<file path="src/rtl/prog_status_pkg.sv">
package prog_status_pkg;
  // How the output register is loaded in a given cycle.
  typedef enum logic [1:0] {
    RD_OFF    = 2'd0,
    RD_TRUE   = 2'd1,
    RD_STATUS = 2'd2
  } rd_mode_e;
endpackage

</file>
<file path="src/rtl/rd_access_detect.sv">
module rd_access_detect (
  input  logic clk,
  input  logic rst_n,
  input  logic ce_n,
  input  logic oe_n,
  input  logic we_n,
  output logic sel,
  output logic sel_q,
  output logic access
);
  logic sel_d;

  // Combined read-select condition.
  always_comb begin
    sel   = ~ce_n & ~oe_n & we_n;
    sel_d = sel;
  end

  always_ff @(posedge clk or negedge rst_n) begin
    if (!rst_n) sel_q <= 1'b0;
    else        sel_q <= sel_d;
  end

  // A new access is the entry into the selected state.
  always_comb access = sel & ~sel_q;
endmodule

</file>
<file path="src/rtl/poll_toggle.sv">
module poll_toggle (
  input  logic clk,
  input  logic rst_n,
  input  logic busy,
  input  logic access,
  output logic bit_now
);
  logic busy_q, busy_d;
  logic tog_q, tog_d;
  logic shown_q, shown_d;
  logic tog_cur;
  logic take;

  always_comb begin
    // The toggle restarts at 0 when a busy period begins.
    tog_cur = (busy & ~busy_q) ? 1'b0 : tog_q;
    take    = busy & access;
    busy_d  = busy;
    tog_d   = take ? ~tog_cur : tog_cur;
    shown_d = take ? tog_cur : shown_q;
    bit_now = take ? tog_cur : shown_q;
  end

  always_ff @(posedge clk or negedge rst_n) begin
    if (!rst_n) begin
      busy_q  <= 1'b0;
      tog_q   <= 1'b0;
      shown_q <= 1'b0;
    end else begin
      busy_q  <= busy_d;
      tog_q   <= tog_d;
      if (take) shown_q <= shown_d;
    end
  end

  // After any busy access, the value held for the next access is the opposite of the one just shown.
  assert_toggle_alternates_R4: assert property (@(posedge clk) disable iff (!rst_n)
    (busy && access) |=> (tog_q != shown_q));

  // When an access coincides with the start of a busy period, it shows 0.
  assert_toggle_start_zero_R5: assert property (@(posedge clk) disable iff (!rst_n)
    (busy && !busy_q && access) |=> (shown_q == 1'b0));
endmodule

</file>
<file path="src/rtl/status_mux.sv">
module status_mux #(
  parameter int ADDR_W   = 15,
  parameter int DATA_W   = 8,
  parameter int POLL_BIT = 7,
  parameter int TOG_BIT  = 6
) (
  input  logic [ADDR_W-1:0] addr,
  input  logic [ADDR_W-1:0] last_addr,
  input  logic [DATA_W-1:0] last_data,
  input  logic [DATA_W-1:0] array_rdata,
  input  logic              tog_bit,
  output logic [DATA_W-1:0] status_byte
);
  logic hit;
  always_comb hit = (addr == last_addr);

  for (genvar i = 0; i < DATA_W; i++) begin : g_bit
    if (i == TOG_BIT) begin : g_tog
      assign status_byte[i] = tog_bit;
    end else if (i == POLL_BIT) begin : g_poll
      assign status_byte[i] = hit ? ~last_data[i] : array_rdata[i];
    end else begin : g_pass
      assign status_byte[i] = array_rdata[i];
    end
  end
endmodule

</file>
<file path="src/rtl/prog_status_reader.sv">
module prog_status_reader
  import prog_status_pkg::*;
#(
  parameter int ADDR_W   = 15,
  parameter int DATA_W   = 8,
  parameter int POLL_BIT = 7,
  parameter int TOG_BIT  = 6
) (
  input  logic              clk,
  input  logic              rst_n,
  input  logic              ce_n,
  input  logic              oe_n,
  input  logic              we_n,
  input  logic [ADDR_W-1:0] addr,
  input  logic              busy,
  input  logic [ADDR_W-1:0] last_addr,
  input  logic [DATA_W-1:0] last_data,
  input  logic [DATA_W-1:0] array_rdata,
  output logic [DATA_W-1:0] dout,
  output logic              dout_en
);
  logic              sel, sel_q, access, tog_bit;
  logic [DATA_W-1:0] status_byte, dout_d;
  logic              en_d;
  rd_mode_e          mode;

  rd_access_detect u_detect (
    .clk(clk), .rst_n(rst_n), .ce_n(ce_n), .oe_n(oe_n), .we_n(we_n),
    .sel(sel), .sel_q(sel_q), .access(access)
  );

  poll_toggle u_toggle (
    .clk(clk), .rst_n(rst_n), .busy(busy), .access(access), .bit_now(tog_bit)
  );

  status_mux #(
    .ADDR_W(ADDR_W), .DATA_W(DATA_W), .POLL_BIT(POLL_BIT), .TOG_BIT(TOG_BIT)
  ) u_mux (
    .addr(addr), .last_addr(last_addr), .last_data(last_data),
    .array_rdata(array_rdata), .tog_bit(tog_bit), .status_byte(status_byte)
  );

  always_comb begin
    if (!sel)     mode = RD_OFF;
    else if (busy) mode = RD_STATUS;
    else          mode = RD_TRUE;
    en_d = (mode != RD_OFF);
    case (mode)
      RD_TRUE:   dout_d = array_rdata;
      RD_STATUS: dout_d = status_byte;
      default:   dout_d = '0;
    endcase
  end

  always_ff @(posedge clk or negedge rst_n) begin
    if (!rst_n) begin
      dout    <= '0;
      dout_en <= 1'b0;
    end else begin
      dout    <= dout_d;
      dout_en <= en_d;
    end
  end

  assert_drive_follows_select_R1: assert property (@(posedge clk) disable iff (!rst_n)
    (!ce_n && !oe_n && we_n) |=> dout_en);
  assert_release_R1: assert property (@(posedge clk) disable iff (!rst_n)
    !(!ce_n && !oe_n && we_n) |=> (!dout_en && dout == '0));
  assert_idle_true_data_R2: assert property (@(posedge clk) disable iff (!rst_n)
    (!ce_n && !oe_n && we_n && !busy) |=> (dout == $past(array_rdata)));
  assert_poll_inverted_R3: assert property (@(posedge clk) disable iff (!rst_n)
    (!ce_n && !oe_n && we_n && busy && addr == last_addr)
      |=> (dout[POLL_BIT] == ~$past(last_data[POLL_BIT])));
  assert_hold_stable_R6: assert property (@(posedge clk) disable iff (!rst_n)
    (sel && sel_q && busy && $past(busy)) |=> (dout[TOG_BIT] == $past(dout[TOG_BIT])));
endmodule

</file>
<file path="config.mk">
export PLATFORM = sky130hd
export DESIGN_NAME = prog_status_reader
export DESIGN_NICKNAME = d
export VERILOG_FILES = /design/src/rtl/prog_status_pkg.sv /design/src/rtl/rd_access_detect.sv /design/src/rtl/poll_toggle.sv /design/src/rtl/status_mux.sv /design/src/rtl/prog_status_reader.sv
export SDC_FILE = /design/constraint.sdc
export NUM_CORES = 1
export LEC_CHECK = 0
export ABC_AREA = 1
export BUFFER_PORTS_ARGS = -buffer_cell sky130_fd_sc_hd__buf_4
export CELL_PAD_IN_SITES_DETAIL_PLACEMENT = 0
export CELL_PAD_IN_SITES_GLOBAL_PLACEMENT = 1
export CORE_ASPECT_RATIO = 1.4
export CORE_MARGIN = 5
export CORE_UTILIZATION = 26
export DETAILED_ROUTE_END_ITERATION = 7
export PLACE_DENSITY = 0.91
export SYNTH_ARGS = -nofsm -noshare
export SYNTH_HDL_FRONTEND = slang
export SYNTH_SLANG_ARGS = --single-unit
</file>
<file path="constraint.sdc">
create_clock -name clk -period 1.7 [get_ports clk]
set_input_delay 0.255 -clock clk [delete_from_list [all_inputs] [get_ports clk]]
set_output_delay 0.255 -clock clk [all_outputs]
set_load 0.01 [all_outputs]
</file>
==> qor.yml <==
cts_tree: "done"
antenna_found_initial: 0
synthesis.area_um2: 805.8
crit_type: "flip-flop to flip-flop"
insertedDiodeCount: 0
dr.pass1.iters: 4
r2r_setup_slack_ns: 0.66
detail-route-antenna-nets: 0
layout_min_cycle_time_ns: 1.039
synth-seq-area-share_pct: 40.37
via_count: 846
arrival_ns: 1.17
setup_violations: 0
cts_root_buf: "clkbuf_8"
min_path_type: "input port to flip-flop"
clk_pin_slew_ns: 0.06
maxClockFrequency_mhz: 962.2
powerDensity_mw_per_mm2: 601.1
drv_slew: 0
final_util_pct: 42.69
synth_seq_cells: 13
gp_congestion: 0.7322
synthToLayoutAreaGrowth_pct: 62.27
cts_setup_buffers: 0
synthCells: 128
nets: 239
chipHeight_um: 75.87
dp_hpwl_um: 1668
status: "finished clean"
wl_um: 1875
overflow: 0
clock_path_buffers: 2
die-area_mm2: 0.004328
insertion_delay_ns: 0.24
crit_top_cell: "nand2_1"
clock-sinks: 13
worstHoldStart: "busy"
layout_setup_ws_ns: 0.6608
peakVddDrop_uv: 325.6
io_buffers: 53
grt_first_pass_wirelength_um: 2904
initial_utilization_pct: 26.31
io_pins: 61
worstMarginPinSlew_ns: 0.2909
core_area_mm2: 0.003063
max_stage_delay_ns: 0.35
die_w_um: 57.05
p_leak_nw: 0.8481
crit_path_end_kind: "flip-flop"
worstReg2RegStart: "u_toggle.busy_q"
grt_max_degree: 14
yosysWarnings: 0
cap_violations: 0
fp-row-count: 24
htree_levels: 1
slew_headroom_pct: 80.40
finClkSkew_ns: 0.003903
vias_per_cell: 3.760
worstHoldPathCells: 1
place_ws_ns: 0.4591
grtUsageTotal_pct: 8.608
critPathMaxFanout: 2
post_synth_num_cell_types: 12
cp-start-kind: "flip-flop"
drcViolationCount: 0
syn_nets: 180
synth.avg_cell_area_um2: 6.295
hold_end: "u_toggle.busy_q"
hold_slack_ns: 0.1498
required_ns: 1.83
drt_iter0_markers: 17
drive_gt1_share_pct: 32.26
rsz0062_at_grt: "false"
hold_viol_final: 0
r2r-end: "dout[6]"
grt_pass1_vias: 771
cts_made_buffers: 3
crit_chain: "o21ai_0, nand2_1, o21a_2, nand2_1, nand2_1"
r2r_cells: 5
period_share_pct: 61.13
wl_per_cell_um: 8.333
fin_tns_setup_ns: 0
slowest_stage: "dfrtp_1"
cell type report:
| cell class | instances | area [µm²] |
|---|---|---|
| multi-input combinational | 79 | 345.3 |
| clock buffer | 4 | 45.04 |
| inverter | 36 | 135.1 |
| fill | 336 | 1755 |
| sequential | 13 | 325.3 |
| tap | 39 | 48.80 |
| timing repair buffer | 54 | 407.9 |
report_power, final:
group	internal (mW)	switching (mW)	leakage [nW]
combinational	0.109	0.0744	0.652
sequential	0.326	0.00425	0.173
clock	0.165	0.107	0.0228
total	0.600	0.186	0.848
cell families after synthesis:
kind of cell    synth area share (%)
xor+xnor                       2.174
simple gates                   38.98
flops                          40.37
buf+inv                        16.77
compound gates                 1.708
per-layer routing:
layer | share of wire, % | global-route usage [%] | vias up
met5 | 0 | 0 | -
met4 | 2.9 | 6.186 | 0
met3 | 7.0 | 0.6780 | 5
met2 | 56 | 16.90 | 28
met1 | 34 | 8.419 | 342
li1 | - | - | 471
flip-flops by register name, summed over array words and instances (netlist names):
signal and count:
u_toggle.shown_q 1, u_toggle.tog_q 1, dout_en 1, dout 8, u_toggle.busy_q 1, u_detect.sel_q 1
cells in the final DEF (no fill, tap or decap):
cell and n:
buf_4 53, clkbuf_1 1, clkbuf_8 3, dfrtp_1 13, dlygate4sd3_1 1, inv_1 36
nand2_1 49, nand2_2 1, nand3_1 3, nor2_1 19, nor2_4 1, nor3b_1 1
nor3b_4 1, o21a_2 1, o21ai_0 1, xnor2_1 2
cells in the mapped netlist, drive strengths merged:
library cell | number | area share [%]
dfrtp | 13 | 40
inv | 36 | 17
nand2 | 50 | 24
nand3 | 3 | 1.9
nor2 | 20 | 10
nor3b | 2 | 3.3
o21a | 1 | 1.1
o21ai | 1 | 0.62
xnor2 | 2 | 2.2
how the worst max path moves through the flow:
stage                          startpoint      end  slack, ns  depth (start not counted)
final                     u_toggle.busy_q  dout[6]       0.66                          5
after global routing      u_toggle.busy_q  dout[6]       0.55                          5
after CTS                 u_toggle.busy_q  dout[6]       0.64                          5
after detailed placement             oe_n  dout[6]       0.46                          8
after global placement               oe_n  dout[6]       0.49                          8
after floorplan                      oe_n  dout[6]       0.67                          7
critical path: cells and delay by family, from the launching register on:
kind            cells  cell delay (ns)
compound gates      2             0.39
flops               1             0.35
simple gates        3             0.18
timing repair:
action | CTS | global route
endpoints found under the hold margin | 13 | 0
endpoints found under the setup margin | 0 | 0
hold buffers | 1 | 0
resized for setup | 0 | 0
stage by stage:
stage	total power, mW	instances	cell area [µm²]
after floorplan	0.4083	128	805.8
after global placement	0.5179	220	1252
after detailed placement	0.5212	220	1252
after CTS	0.7981	225	1308
after global routing	0.8345	225	1308
final	0.7859	225	1308
No activity file was read; power rests on OpenSTA's default activity.
